File: config.mk
export PLATFORM = sky130hd
export DESIGN_NAME = dma_cmd_splitter
export DESIGN_NICKNAME = d
export VERILOG_FILES = /design/src/rtl/dmas_pkg.sv /design/src/rtl/dmas_check.sv /design/src/rtl/dmas_chunk.sv /design/src/rtl/dma_cmd_splitter.sv
export SDC_FILE = /design/constraint.sdc
export NUM_CORES = 1
export LEC_CHECK = 0
export CAP_MARGIN = 20
export CORE_ASPECT_RATIO = 1.5
export CORE_MARGIN = 1.5
export CORE_UTILIZATION = 60
export CTS_BUF_LIST = sky130_fd_sc_hd__clkbuf_2 sky130_fd_sc_hd__clkbuf_4 sky130_fd_sc_hd__clkbuf_8
export CTS_CLUSTER_DIAMETER = 150
export DETAILED_ROUTE_END_ITERATION = 7
export DONT_BUFFER_PORTS = 1
export PLACE_DENSITY_LB_ADDON = 0.15
export SYNTH_ARGS = -nofsm -noshare
export SYNTH_HDL_FRONTEND = slang
export SYNTH_SLANG_ARGS = --single-unit
File: constraint.sdc
create_clock -name clk -period 7 [get_ports clk]
set_input_delay 0.35 -clock clk [delete_from_list [all_inputs] [get_ports clk]]
set_output_delay 0.35 -clock clk [all_outputs]
set_load 0.02 [all_outputs]
File: src/rtl/dmas_pkg.sv
package dmas_pkg;

    localparam int ADDR_W    = 32;
    localparam int SIZE_W    = 15;
    localparam int MAX_BYTES = 16384;
    localparam int CHUNK_B   = 128;
    localparam int CHK_W     = $clog2(CHUNK_B) + 1;
    localparam int OFS_W     = $clog2(CHUNK_B);
    localparam int LIST_MAX  = 2048;
    localparam int CNT_W     = $clog2(LIST_MAX) + 1;
    localparam int IDX_W     = $clog2(LIST_MAX);
    localparam int CLS_W     = 2;
    localparam int QUAD_B    = 16;

    typedef enum logic [1:0] {
        ERR_NONE  = 2'd0,
        ERR_SIZE  = 2'd1,
        ERR_ALIGN = 2'd2,
        ERR_COUNT = 2'd3
    } err_e;

    typedef enum logic [1:0] {
        ST_IDLE  = 2'd0,
        ST_ELEM  = 2'd1,
        ST_SPLIT = 2'd2
    } state_e;

    typedef struct packed {
        logic [ADDR_W-1:0] laddr;
        logic [ADDR_W-1:0] raddr;
        logic [SIZE_W-1:0] rem;
    } xfer_t;

    // Legal byte counts: 0, 1, 2, 4, 8 or quad multiples up to the limit.
    function automatic logic size_legal(input logic [SIZE_W-1:0] s);
        logic small_ok;
        logic quad_ok;
        small_ok = (s == SIZE_W'(1)) || (s == SIZE_W'(2)) ||
                   (s == SIZE_W'(4)) || (s == SIZE_W'(8));
        quad_ok  = (s[3:0] == 4'd0) && (s <= SIZE_W'(MAX_BYTES));
        return small_ok || quad_ok;
    endfunction

    // Natural alignment for an already legal count.
    function automatic logic addr_aligned(input logic [ADDR_W-1:0] a,
                                          input logic [SIZE_W-1:0] s);
        logic [3:0] mask;
        if (s == '0)
            return 1'b1;
        if (s >= SIZE_W'(QUAD_B))
            return a[3:0] == 4'd0;
        mask = s[3:0] - 4'd1;
        return (a[3:0] & mask) == 4'd0;
    endfunction

endpackage

File: src/rtl/dmas_check.sv
module dmas_check
    import dmas_pkg::*;
(
    input  logic [ADDR_W-1:0] laddr,
    input  logic [ADDR_W-1:0] raddr,
    input  logic [SIZE_W-1:0] size,
    output err_e              verdict
);
    always_comb begin
        if (!size_legal(size))
            verdict = ERR_SIZE;
        else if (!addr_aligned(laddr, size) || !addr_aligned(raddr, size))
            verdict = ERR_ALIGN;
        else
            verdict = ERR_NONE;
    end
endmodule

File: src/rtl/dmas_chunk.sv
module dmas_chunk
    import dmas_pkg::*;
(
    input  logic [ADDR_W-1:0] raddr,
    input  logic [SIZE_W-1:0] rem,
    output logic [CHK_W-1:0]  chunk,
    output logic              last
);
    logic [CHK_W-1:0] room;

    always_comb begin
        room = CHK_W'(CHUNK_B) - {1'b0, raddr[OFS_W-1:0]};
        if (rem < SIZE_W'(QUAD_B))
            chunk = rem[CHK_W-1:0];
        else if (rem < SIZE_W'(room))
            chunk = rem[CHK_W-1:0];
        else
            chunk = room;
        last = (rem == SIZE_W'(chunk));
    end
endmodule

File: src/rtl/dma_cmd_splitter.sv
module dma_cmd_splitter
    import dmas_pkg::*;
#(
    parameter int LIST_LIMIT = dmas_pkg::LIST_MAX
) (
    input  logic              clk,
    input  logic              rst,
    input  logic              cmd_valid,
    output logic              cmd_ready,
    input  logic              cmd_list,
    input  logic [31:0]       cmd_laddr,
    input  logic [31:0]       cmd_raddr,
    input  logic [14:0]       cmd_size,
    input  logic [1:0]        cmd_class,
    input  logic [11:0]       cmd_count,
    input  logic              elem_valid,
    output logic              elem_ready,
    input  logic [31:0]       elem_raddr,
    input  logic [14:0]       elem_size,
    output logic              txn_valid,
    input  logic              txn_ready,
    output logic [31:0]       txn_laddr,
    output logic [31:0]       txn_raddr,
    output logic [7:0]        txn_size,
    output logic [1:0]        txn_class,
    output logic              err_valid,
    output logic [1:0]        err_code,
    output logic              err_list,
    output logic [10:0]       err_index
);
    localparam logic [CNT_W-1:0] LIMIT_C = CNT_W'(LIST_LIMIT);

    state_e             state_q;
    xfer_t              cur_q;
    logic [CLS_W-1:0]   cls_q;
    logic               list_q;
    logic [CNT_W-1:0]   cnt_q;
    logic [CNT_W-1:0]   idx_q;
    logic               errv_q;
    err_e               errc_q;
    logic               errl_q;
    logic [IDX_W-1:0]   erri_q;

    logic [ADDR_W-1:0]  chk_l;
    logic [ADDR_W-1:0]  chk_r;
    logic [SIZE_W-1:0]  chk_s;
    err_e               verdict;
    logic [CHK_W-1:0]   chunk;
    logic               chunk_last;
    logic               elem_last;

    always_comb begin
        if (state_q == ST_ELEM) begin
            chk_l = cur_q.laddr;
            chk_r = elem_raddr;
            chk_s = elem_size;
        end else begin
            chk_l = cmd_laddr;
            chk_r = cmd_raddr;
            chk_s = cmd_size;
        end
    end

    dmas_check u_check (
        .laddr   (chk_l),
        .raddr   (chk_r),
        .size    (chk_s),
        .verdict (verdict)
    );

    dmas_chunk u_chunk (
        .raddr (cur_q.raddr),
        .rem   (cur_q.rem),
        .chunk (chunk),
        .last  (chunk_last)
    );

    assign elem_last  = (idx_q == cnt_q - CNT_W'(1));
    assign cmd_ready  = (state_q == ST_IDLE);
    assign elem_ready = (state_q == ST_ELEM);
    assign txn_valid  = (state_q == ST_SPLIT);
    assign txn_laddr  = cur_q.laddr;
    assign txn_raddr  = cur_q.raddr;
    assign txn_size   = chunk;
    assign txn_class  = cls_q;
    assign err_valid  = errv_q;
    assign err_code   = errc_q;
    assign err_list   = errl_q;
    assign err_index  = erri_q;

    always_ff @(posedge clk) begin
        if (rst) begin
            state_q <= ST_IDLE;
            cur_q   <= '0;
            cls_q   <= '0;
            list_q  <= 1'b0;
            cnt_q   <= '0;
            idx_q   <= '0;
            errv_q  <= 1'b0;
            errc_q  <= ERR_NONE;
            errl_q  <= 1'b0;
            erri_q  <= '0;
        end else begin
            errv_q <= 1'b0;
            unique case (state_q)
                ST_IDLE: begin
                    if (cmd_valid) begin
                        cls_q <= cmd_class;
                        if (cmd_list) begin
                            if (cmd_count == '0 || cmd_count > LIMIT_C) begin
                                errv_q <= 1'b1;
                                errc_q <= ERR_COUNT;
                                errl_q <= 1'b0;
                                erri_q <= '0;
                            end else begin
                                list_q      <= 1'b1;
                                cnt_q       <= cmd_count;
                                idx_q       <= '0;
                                cur_q.laddr <= cmd_laddr;
                                state_q     <= ST_ELEM;
                            end
                        end else if (verdict != ERR_NONE) begin
                            errv_q <= 1'b1;
                            errc_q <= verdict;
                            errl_q <= 1'b0;
                            erri_q <= '0;
                        end else if (cmd_size != '0) begin
                            list_q  <= 1'b0;
                            cur_q   <= '{laddr: cmd_laddr, raddr: cmd_raddr,
                                         rem: cmd_size};
                            state_q <= ST_SPLIT;
                        end
                    end
                end
                ST_ELEM: begin
                    if (elem_valid) begin
                        if (verdict != ERR_NONE) begin
                            errv_q  <= 1'b1;
                            errc_q  <= verdict;
                            errl_q  <= 1'b1;
                            erri_q  <= idx_q[IDX_W-1:0];
                            state_q <= ST_IDLE;
                        end else if (elem_size == '0) begin
                            if (elem_last)
                                state_q <= ST_IDLE;
                            else
                                idx_q <= idx_q + CNT_W'(1);
                        end else begin
                            cur_q.raddr <= elem_raddr;
                            cur_q.rem   <= elem_size;
                            state_q     <= ST_SPLIT;
                        end
                    end
                end
                ST_SPLIT: begin
                    if (txn_ready) begin
                        cur_q.laddr <= cur_q.laddr + ADDR_W'(chunk);
                        cur_q.raddr <= cur_q.raddr + ADDR_W'(chunk);
                        cur_q.rem   <= cur_q.rem - SIZE_W'(chunk);
                        if (chunk_last) begin
                            if (list_q && !elem_last) begin
                                idx_q   <= idx_q + CNT_W'(1);
                                state_q <= ST_ELEM;
                            end else begin
                                state_q <= ST_IDLE;
                            end
                        end
                    end
                end
                default: state_q <= ST_IDLE;
            endcase
        end
    end

    AST_TXN_HOLD: assert property (@(posedge clk) disable iff (rst)
        txn_valid && !txn_ready |=> txn_valid && $stable(txn_laddr) &&
        $stable(txn_raddr) && $stable(txn_size) && $stable(txn_class));

    AST_CHUNK_BOUND: assert property (@(posedge clk) disable iff (rst)
        txn_valid |-> txn_size != '0 && txn_size <= 8'(CHUNK_B));

    AST_NO_CROSS: assert property (@(posedge clk) disable iff (rst)
        txn_valid && txn_size >= 8'(QUAD_B) |->
        ({2'b0, txn_raddr[OFS_W-1:0]} + {1'b0, txn_size}) <= 9'(CHUNK_B));

    AST_SMALL_ALIGN: assert property (@(posedge clk) disable iff (rst)
        txn_valid && txn_size < 8'(QUAD_B) |->
        (txn_raddr[3:0] & (txn_size[3:0] - 4'd1)) == 4'd0);

    AST_ONE_PHASE: assert property (@(posedge clk) disable iff (rst)
        $onehot0({cmd_ready, elem_ready, txn_valid}));

    AST_ERR_QUIET: assert property (@(posedge clk) disable iff (rst)
        err_valid |-> !txn_valid && !elem_ready);

    AST_IDX_RANGE: assert property (@(posedge clk) disable iff (rst)
        elem_ready |-> idx_q < cnt_q);

endmodule

==> out/qor.csv, run 1 <==
metric;value;unit
Mean Syn Cell Area;7.47;µm²
Hold Crit Depth;1;
pwr/cell area;557;nW/µm²
Pre-antenna DRT Iters;5;
cell taking the most area after synthesis;dfxtp_1;
ys flop type;dfxtp_1;
Worst Clk Skew;0.0120;ns
final antenna-violating net count;0;
Routability Congestion;0.961;
1st-iter DRT viols;883;
Final Cycle Share;0.895;
final instance area;10500;µm²
Worst setup SP type;register;
placed insts;1469;
Die Area;18200;µm²
YS warnings;0;
# fillers;1625;
Worst-Skew Late Latency;0.46;ns
post-synthesis sequential area ratio;0.236;
post-synth top area share;0.236;
htree depth;4;
Die Ht;165;µm
critical path required time;7.32;ns
DR WL/cell;21.5;µm
Synth area leaders;dfxtp_1, a21oi_1, buf_4, nand2_1, ha_1;
worst min-delay path startpoint;rst;
RR Startpoint;txn_raddr[2]$_SDFFE_PP0P_;
Slew @ Worst Pin;1.06;ns
CTS buffer count;17;
Hold Path Class;in -> reg;
worst hold margin;0.0169;ns
synthesized area;10400;µm²
asr flop ratio synth;0;
Hold Fails Final Rpt;0;
antenna violations before repair;2;
Setup Total Neg Slack;0;ns
Yosys cell types;97;
layout cells sized above 1;0.0726;
nets@finish;1471;
R2R depth;22;
EDFF count, synth;0;
Slew headroom;0.295;
die width;111;µm
first-pass GRT wire length;50.5;mm
CTS tree;yes;
status;completed;
CORE AREA;16900;µm²
Max-cap violations;0;
FF+latch count, synth;123;
largest net degree at the start of global routing;123;
FF-to-FF setup slack;0.74;ns
Resized cells post-CTS;0;
Post-route DRC;0;
synthesis-to-layout area growth;0.984;%
RR Endpoint;txn_laddr[20]$_SDFFE_PP0P_;
vias per inst;6.79;
Post-DP Area;9950;µm²
cell count after synthesis;1396;
Tmin final;6.26;ns
DRT Wirelength;32.4;mm
Port-buffer cells;0;
Starting Density;0.617;
WP data arrival;6.58;ns
HPWL Detailed;23.4;mm
Peak VDD IR;383;µV
unrepaired setup endpoints after global routing;no;
total track usage;0.343;
vias in the first global route;9858;
Lkg Pwr;3.74;nW
CTS Root Cell;clkbuf_8;
CTS Sinks;123;
max-slew violations;0;
FP Rows;58;
Max Clock Freq;160;MHz
clock-pin slew on the worst setup and hold paths;0.08;ns
Finished Layout Cells;1507;
gr ovfl total;0;
vias;10200;
Synth Net Count;1585;
IO Pins;238;
endpoints failing setup;0;
hold endpoint;idx_q[9]$_SDFFE_PP0P_;
critical setup path kind;reg -> reg;
Worst Setup End Kind;register;
Max FO, Critical Path;10;
final core utilization;0.623;
CTS max path bufs;2;
[state kept, by name, summed over array words and instances (netlist names)]
name,cells
txn_laddr,32
txn_raddr,32
cur_q,15
cnt_q,12
idx_q,12
err_index,11
err_code,2
state_q,2
txn_class,2
err_list,1
err_valid,1
list_q,1
[metrics by stage]
| step | setup WS, ns | total power, mW |
|---|---|---|
| after floorplan | 1.07 | 4.38 |
| after global placement | 0.988 | 4.91 |
| after detailed placement | 0.793 | 4.95 |
| after CTS | 0.761 | 5.78 |
| after global routing | 0.348 | 6.32 |
| final | 0.736 | 5.86 |
[repair_timing]
item                                   CTS  global route
hold buffers                             2             0
endpoints found under the hold margin   97             0
setup buffers                            0             0
setup endpoints to repair                0             0
[worst max-delay path, cell delays in order (launching register included)]
cell and delay [ns]:
dfxtp_1 0.46, or3_1 0.50, or3_1 0.37, xor2_1 0.20, inv_1 0.07, ha_1 0.30
and3_1 0.16, a221oi_2 0.37, maj3_1 0.24, nor2_1 0.04, nor2_1 0.10, buf_4 0.19
mux2i_1 0.26, inv_1 0.22, fa_1 0.47, a21oi_1 0.16, o21ai_0 0.14, o31ai_1 0.52
nand2_1 0.13, a221o_1 0.52, and2_2 0.32, a311oi_1 0.29, a311oi_1 0.09
[final cells by class]
cell class | count | area (µm²) | area share
Antenna cell | 2 | 5.00 | 0.000475
Clock buffer | 18 | 248 | 0.0235
Clock inverter | 14 | 241 | 0.0229
Inverter | 65 | 244 | 0.0232
Multi-Input combinational cell | 1059 | 6890 | 0.654
Sequential cell | 123 | 2460 | 0.234
Tap cell | 210 | 263 | 0.0249
Timing Repair Buffer | 16 | 183 | 0.0173
[per-layer routing]
| metal | vias to the layer above | wire, µm | track usage |
|---|---|---|---|
| met2 | 433 | 16600 | 0.630 |
| li1 | 4892 | - | - |
| met3 | 98 | 2770 | 0.0965 |
| met1 | 4802 | 11700 | 0.358 |
| met5 | - | 12 | 0 |
| met4 | 2 | 1310 | 0.167 |
[cells in the mapped netlist (13+ instances only)]
library cell,number
a211oi_1,33
a21o_1,13
a21oi_1,104
a31oi_1,22
and3_1,22
buf_2,17
buf_4,69
clkbuf_1,52
dfxtp_1,123
ha_1,40
inv_1,63
mux2i_1,32
nand2_1,137
nand2b_1,13
nand3_1,54
nand4_1,30
nor2_1,112
nor2b_1,21
nor3_1,28
nor4_1,14
o211ai_1,38
o21ai_0,61
o21ai_1,19
or3_1,13
xnor2_1,22
xor2_1,13
[where the power goes]
part           switching [mW]  internal (mW)
logic                    2.36           1.41
clock network           0.329          0.472
registers               0.416          0.874
[kinds of logic (layout without fill, tap and decap cells)]
| kind of cell | count (synthesis) | in the layout | synth area share |
|---|---|---|---|
| DFF | 123 | 123 | 0.236 |
| buffers and inverters | 214 | 113 | 0.109 |
| and+or+nand+nor | 503 | 503 | 0.244 |
| AOI/OAI and AO/OA | 443 | 443 | 0.293 |
| adders and majority gates | 44 | 44 | 0.0547 |
| other | 0 | 2 | 0 |
| muxes | 34 | 34 | 0.0339 |
| xor gates and xnor gates | 35 | 35 | 0.0294 |
[worst max path at each step]
stage                              startpoint                    endpoint  depth (start not counted)
floorplan           txn_raddr[2]$_SDFFE_PP0P_  txn_laddr[24]$_SDFFE_PP0P_                         22
global placement    txn_raddr[2]$_SDFFE_PP0P_  txn_laddr[20]$_SDFFE_PP0P_                         22
detailed placement  txn_raddr[2]$_SDFFE_PP0P_  txn_laddr[20]$_SDFFE_PP0P_                         22
CTS                 txn_raddr[2]$_SDFFE_PP0P_  txn_laddr[20]$_SDFFE_PP0P_                         22
global route        txn_raddr[2]$_SDFFE_PP0P_  txn_laddr[20]$_SDFFE_PP0P_                         22
finish              txn_raddr[2]$_SDFFE_PP0P_  txn_laddr[20]$_SDFFE_PP0P_                         22
[cells in the final DEF (no fill, tap or decap), types with 28 or more instances in the layout]
cell and instances:
ha_1 37, nand4_1 30, a211oi_1 33, nor3_1 28, inv_1 63, nand3_1 54
mux2i_1 32, o211ai_1 38, o21ai_0 61, nand2_1 137, dfxtp_1 123, a21oi_1 104
nor2_1 112
Note: power is estimated with default switching activity, not from simulation.
==> run 2: changes to the inputs <==
- HOLD_SLACK_MARGIN: unset -> 0.15
==> out/qor.csv, run 2 (same netlist as run 1, synthesis figures left out) <==
metric;value;unit;change
critical setup path kind;reg -> reg;;unchanged
Final Cycle Share;0.896;;was 0.895
unrepaired setup endpoints after global routing;no;;unchanged
1st-iter DRT viols;943;;was 883
max-slew violations;0;;unchanged
placed insts;1469;;unchanged
Slew @ Worst Pin;1.07;ns;was 1.06 ns
Worst Setup End Kind;register;;unchanged
Pre-antenna DRT Iters;5;;unchanged
Worst setup SP type;register;;unchanged
R2R depth;22;;unchanged
Setup Total Neg Slack;0;ns;unchanged
# fillers;1537;;was 1625
Worst Clk Skew;0.0164;ns;was 0.0120 ns
WP data arrival;6.59;ns;was 6.58 ns
HPWL Detailed;23.4;mm;unchanged
Post-DP Area;9950;µm²;unchanged
FP Rows;58;;unchanged
Port-buffer cells;0;;unchanged
most frequent cells in the layout;nand2_1, dfxtp_1, nor2_1, a21oi_1, dlygate4sd3_1;;was nand2_1, dfxtp_1, nor2_1, a21oi_1, inv_1
Resized cells post-CTS;0;;unchanged
critical path, cell by cell;or3_1 -> or3_1 -> xor2_1 -> inv_1 -> ha_1 -> and3_1 -> a221oi_2 -> maj3_1 -> nor2_1 -> nor2_1 -> buf_4 -> mux2i_1 -> inv_1 -> fa_1 -> a21oi_1 -> o21ai_0 -> o31ai_1 -> nand2_1 -> a221o_1 -> and2_2 -> a311oi_1 -> a311oi_1;;unchanged
DR WL/cell;21.1;µm;was 21.5 µm
Tmin final;6.28;ns;was 6.26 ns
Peak VDD IR;381;µV;was 383 µV
Storage cell area;2460;µm²;unchanged
clock-pin slew on the worst setup and hold paths;0.09;ns;was 0.08 ns
pwr/cell area;528;nW/µm²;was 557 nW/µm²
endpoints failing setup;0;;unchanged
htree depth;4;;unchanged
Worst Path Buf+Inv;3;;unchanged
first-pass GRT wire length;52.3;mm;was 50.5 mm
Critical Path Stages;22;;unchanged
DRT Wirelength;33.2;mm;was 32.4 mm
Setup WS pre-CTS;0.793;ns;unchanged
Worst path max stage delay;0.53;ns;was 0.52 ns
Worst-Skew Late Latency;0.46;ns;about the same
Hold Crit Depth;2;;was 1
vias in the first global route;10400;;was 9858
CTS buffer count;17;;unchanged
CTS tree;yes;;unchanged
worst hold margin;0.166;ns;was 0.0169 ns
IO Pins;238;;unchanged
status;completed;;unchanged
Starting Density;0.617;;unchanged
kind of cell adding the most delay to the critical path;compound AO/OA/AOI/OAI gates;;unchanged
leading cell type in the layout, fill and taps excluded;nand2_1;;unchanged
synthesis-to-layout area growth;7.39;%;was 0.984%
CTS max path bufs;2;;unchanged
Max-cap violations;0;;unchanged
CORE AREA;16900;µm²;unchanged
Max Clock Freq;159;MHz;was 160 MHz
Die Area;18200;µm²;unchanged
Slew headroom;0.284;;was 0.295
Lkg Pwr;4.02;nW;was 3.74 nW
critical path required time;7.32;ns;about the same
Hold Path Class;in -> reg;;unchanged
Finished Layout Cells;1573;;was 1507
area occupied by multi-input gates;6890;µm²;unchanged
total track usage;0.354;;was 0.343
Die Ht;165;µm;unchanged
Max FO, Critical Path;10;;unchanged
CTS Root Cell;clkbuf_8;;unchanged
Hold Fails Final Rpt;0;;unchanged
largest net degree at the start of global routing;123;;unchanged
CTS Sinks;123;;unchanged
die width;111;µm;unchanged
Routability Congestion;0.961;;unchanged
vias per inst;6.71;;was 6.79
gr ovfl total;0;;unchanged
Setup WS post-layout;0.725;ns;was 0.736 ns
CP max-delay cell;a221o_1;;was o31ai_1
final instance area;11200;µm²;was 10500 µm²
vias;10600;;was 10200
antenna violations before repair;2;;unchanged
layout cells sized above 1;0.0690;;was 0.0726
Post-route DRC;0;;unchanged
final antenna-violating net count;0;;unchanged
nets@finish;1538;;was 1471
-- run 2: changes by cell type in the layout (fill, tap and decap cells not counted) --
cell | before | now
diode_2 | 2 | 1
dlygate4sd3_1 | 1 | 68
-- run 2: stage by stage --
stage	power, mW	utilization
global route	6.36	0.662
finish	5.91	0.663
global placement	4.91	0.588
CTS	5.81	0.659
floorplan	4.38	-
detailed placement	4.95	0.588
-- run 2: path summary, 6_finish.rpt --
| path | to | slack [ns] | from |
|---|---|---|---|
| hold / removal | txn_laddr[15]$_SDFFE_PP0P_ | 0.17 | cmd_laddr[15] |
| hold reg to reg | cur_q[3]$_SDFFE_PP0P_ | 0.50 | cur_q[3]$_SDFFE_PP0P_ |
| setup reg to reg | txn_laddr[24]$_SDFFE_PP0P_ | 0.72 | txn_raddr[2]$_SDFFE_PP0P_ |
| setup / recovery | txn_laddr[24]$_SDFFE_PP0P_ | 0.72 | txn_raddr[2]$_SDFFE_PP0P_ |
-- run 2: timing repair --
item                      4_1_cts  5_1_grt
hold endpoints to repair      116        0
setup buffers                   0        0
hold buffers                   69        0
-- run 2: power breakdown --
part / internal [mW] / leakage [nW] / switching, mW
logic: 1.44 / 2.78 / 2.38
clock network: 0.472 / 0.244 / 0.331
registers: 0.874 / 1.00 / 0.417
total: 2.79 / 4.02 / 3.13
-- run 2: area by class of cell --
cell class / count / share of cell area
multi-input cells: 1059 / 0.615
flip-flops and latches: 123 / 0.220
repair buffers: 83 / 0.0762
well taps: 210 / 0.0235
clock buffers: 18 / 0.0221
inverters: 65 / 0.0218
clock inverters: 14 / 0.0216
diodes: 1 / 0.000223
-- run 2: per-layer routing --
metal / track usage / up-vias / share of wire
li1: - / 5017 / -
met5: 0 / - / 0.00033
met4: 0.181 / 2 / 0.044
met2: 0.657 / 473 / 0.52
met1: 0.365 / 4960 / 0.37
met3: 0.0954 / 105 / 0.075
==> run 3: changes to the inputs <==
- CORE_UTILIZATION: 60 -> 40
- SETUP_SLACK_MARGIN: unset -> 0.5
==> out/qor.csv, run 3 (same netlist as run 1, synthesis figures left out) <==
metric;value;unit;change
status;completed;;unchanged
Tmin final;6.18;ns;was 6.28 ns
Die Area;27100;µm²;was 18200 µm²
worst min-delay path startpoint;cmd_raddr[18];;was cmd_laddr[15]
critical path, cell by cell;or3_1 -> or3_1 -> xor2_1 -> inv_1 -> ha_1 -> and3_1 -> a221oi_2 -> maj3_1 -> nor2_1 -> nor2_4 -> buf_4 -> mux2i_1 -> inv_1 -> ha_1 -> and3_1 -> a211oi_1 -> buf_4 -> a2111o_1 -> o21ai_0 -> nand3_1 -> o21ai_0 -> dlygate4sd3_1 -> a211oi_1;;was or3_1 -> or3_1 -> xor2_1 -> inv_1 -> ha_1 -> and3_1 -> a221oi_2 -> maj3_1 -> nor2_1 -> nor2_1 -> buf_4 -> mux2i_1 -> inv_1 -> fa_1 -> a21oi_1 -> o21ai_0 -> o31ai_1 -> nand2_1 -> a221o_1 -> and2_2 -> a311oi_1 -> a311oi_1
die width;135;µm;was 111 µm
Post-route DRC;0;;unchanged
Worst Setup End Kind;register;;unchanged
FF-to-FF setup slack;0.82;ns;was 0.72 ns
R2R depth;23;;was 22
Switching Fraction;0.548;;was 0.529
RR Startpoint;txn_raddr[2]$_SDFFE_PP0P_;;unchanged
Internal;2.67;mW;was 2.79 mW
CORE AREA;25700;µm²;was 16900 µm²
first-pass GRT wire length;57.3;mm;was 52.3 mm
synthesis-to-layout area growth;11.0;%;was 7.39%
unrepaired setup endpoints after global routing;no;;unchanged
Worst-Skew Late Latency;0.49;ns;was 0.46 ns
Routability Congestion;0.887;;was 0.961
Post-DP Area;10200;µm²;was 9950 µm²
Clk pwr share;0.112;;was 0.136
CTS max path bufs;2;;unchanged
# fillers;2621;;was 1537
final antenna-violating net count;0;;unchanged
crit path launch;txn_raddr[2]$_SDFFE_PP0P_;;unchanged
layout cells sized above 1;0.0773;;was 0.0690
CTS buffer count;17;;unchanged
leading cell type in the layout, fill and taps excluded;nand2_1;;unchanged
Worst Clk Skew;0.00911;ns;was 0.0164 ns
Max-cap violations;0;;unchanged
sequential power share;0.218;;about the same
placed insts;1600;;was 1469
kind of cell adding the most delay to the critical path;simple AND/OR/NAND/NOR gates;;was compound AO/OA/AOI/OAI gates
Port-buffer cells;0;;unchanged
Critical Path Stages;23;;was 22
combinational group share of total power;0.669;;was 0.646
CTS Sinks;123;;unchanged
HPWL Detailed;26.8;mm;was 23.4 mm
hold endpoint;txn_raddr[18]$_SDFFE_PP0P_;;was txn_laddr[15]$_SDFFE_PP0P_
Die Ht;201;µm;was 165 µm
IO Pins;238;;unchanged
vias per inst;6.08;;was 6.71
CTS tree;yes;;unchanged
antenna violations before repair;2;;unchanged
pwr/cell area;510;nW/µm²;was 528 nW/µm²
Storage cell area;2460;µm²;unchanged
Hold Fails Final Rpt;0;;unchanged
critical setup path kind;reg -> reg;;unchanged
Finished Layout Cells;1732;;was 1573
Slew headroom;0.254;;was 0.284
htree depth;4;;unchanged
final core utilization;0.451;;was 0.663
Starting Density;0.406;;was 0.617
Max FO, Critical Path;7;;was 10
Pwr Total;5.90;mW;was 5.91 mW
DRT Wirelength;37.3;mm;was 33.2 mm
Peak VDD IR;329;µV;was 381 µV
RR Endpoint;txn_raddr[15]$_SDFFE_PP0P_;;was txn_laddr[24]$_SDFFE_PP0P_
CP max-delay cell;dlygate4sd3_1;;was a221o_1
Lkg Pwr;4.10;nW;was 4.02 nW
final instance area;11600;µm²;was 11200 µm²
Slew @ Worst Pin;1.12;ns;was 1.07 ns
critical path required time;7.40;ns;was 7.32 ns
Worst path max stage delay;0.59;ns;was 0.53 ns
Pre-antenna DRT Iters;6;;was 5
vias in the first global route;10600;;was 10400
Setup Total Neg Slack;0;ns;unchanged
max-slew violations;0;;unchanged
gr ovfl total;0;;unchanged
DR WL/cell;21.5;µm;was 21.1 µm
Hold Crit Depth;3;;was 2
CTS Root Cell;clkbuf_8;;unchanged
total track usage;0.272;;was 0.354
Max Clock Freq;162;MHz;was 159 MHz
clock-pin slew on the worst setup and hold paths;0.08;ns;was 0.09 ns
WP data arrival;6.58;ns;was 6.59 ns
largest net degree at the start of global routing;107;;was 123
vias;10500;;was 10600
nets@finish;1574;;was 1538
most frequent cells in the layout;nand2_1, dfxtp_1, nor2_1, a21oi_1, dlygate4sd3_1;;unchanged
Final Cycle Share;0.883;;was 0.896
FP Rows;72;;was 58
Worst setup SP type;register;;unchanged
Worst Path Buf+Inv;5;;was 3
Hold Path Class;in -> reg;;unchanged
endpoints failing setup;0;;unchanged
1st-iter DRT viols;566;;was 943
area occupied by multi-input gates;6920;µm²;was 6890 µm²
Psw;3.23;mW;was 3.13 mW
-- run 3: timing repair --
item	4_1_cts	5_1_grt
buffers inserted	0	4
hold endpoints to repair	119	0
gates resized for setup	0	5
hold buffers	95	0
endpoints found under the setup margin	0	42
-- run 3: final cells by class --
cell class	instances	share of cell area
multi-input cells	1059	0.597
flip-flops and latches	123	0.213
repair buffers	119	0.0992
well taps	333	0.0360
clock buffers	18	0.0214
inverters	65	0.0211
clock inverters	14	0.0125
diodes	1	0.000216
-- run 3: stage by stage --
step | worst slack (ns) | hold slack, ns
6_report | 0.818 | 0.176
3_3_place_gp | 0.713 | 0.428
5_1_grt | 0.469 | 0.178
3_5_place_dp | 0.608 | 0.432
2_1_floorplan | 1.07 | 0.441
4_1_cts | 0.563 | 0.150
-- run 3: power groups by stage --
stage                     clock network [mW]  logic [mW]  registers [mW]
final                                  0.662        3.95            1.29
after global routing                   0.709        4.36            1.32
after CTS                              0.682        3.91            1.29
after detailed placement                   0        3.80            1.30
after global placement                     0        3.77            1.30
after floorplan                            0        3.34            1.04
-- run 3: metal layers --
metal  global-route usage  up-vias  part of all wire
li1                     -     5072                 -
met1                0.285     4981              0.36
met2                0.497      387              0.53
met3               0.0707       94             0.069
met4                0.131        0             0.040
met5                    0        -                 0
-- run 3: worst min-delay path: stages --
cell	delay [ns]
nor2_1	0.10
a211o_1	0.11
a21oi_1	0.05
-- run 3: how the worst max path moves through the flow --
stage,end,slack (ns)
2_1_floorplan,txn_laddr[24]$_SDFFE_PP0P_,1.07
3_3_place_gp,txn_laddr[20]$_SDFFE_PP0P_,0.71
3_5_place_dp,txn_laddr[20]$_SDFFE_PP0P_,0.61
4_1_cts,txn_raddr[15]$_SDFFE_PP0P_,0.56
5_1_grt,txn_raddr[15]$_SDFFE_PP0P_,0.47
6_report,txn_raddr[15]$_SDFFE_PP0P_,0.82
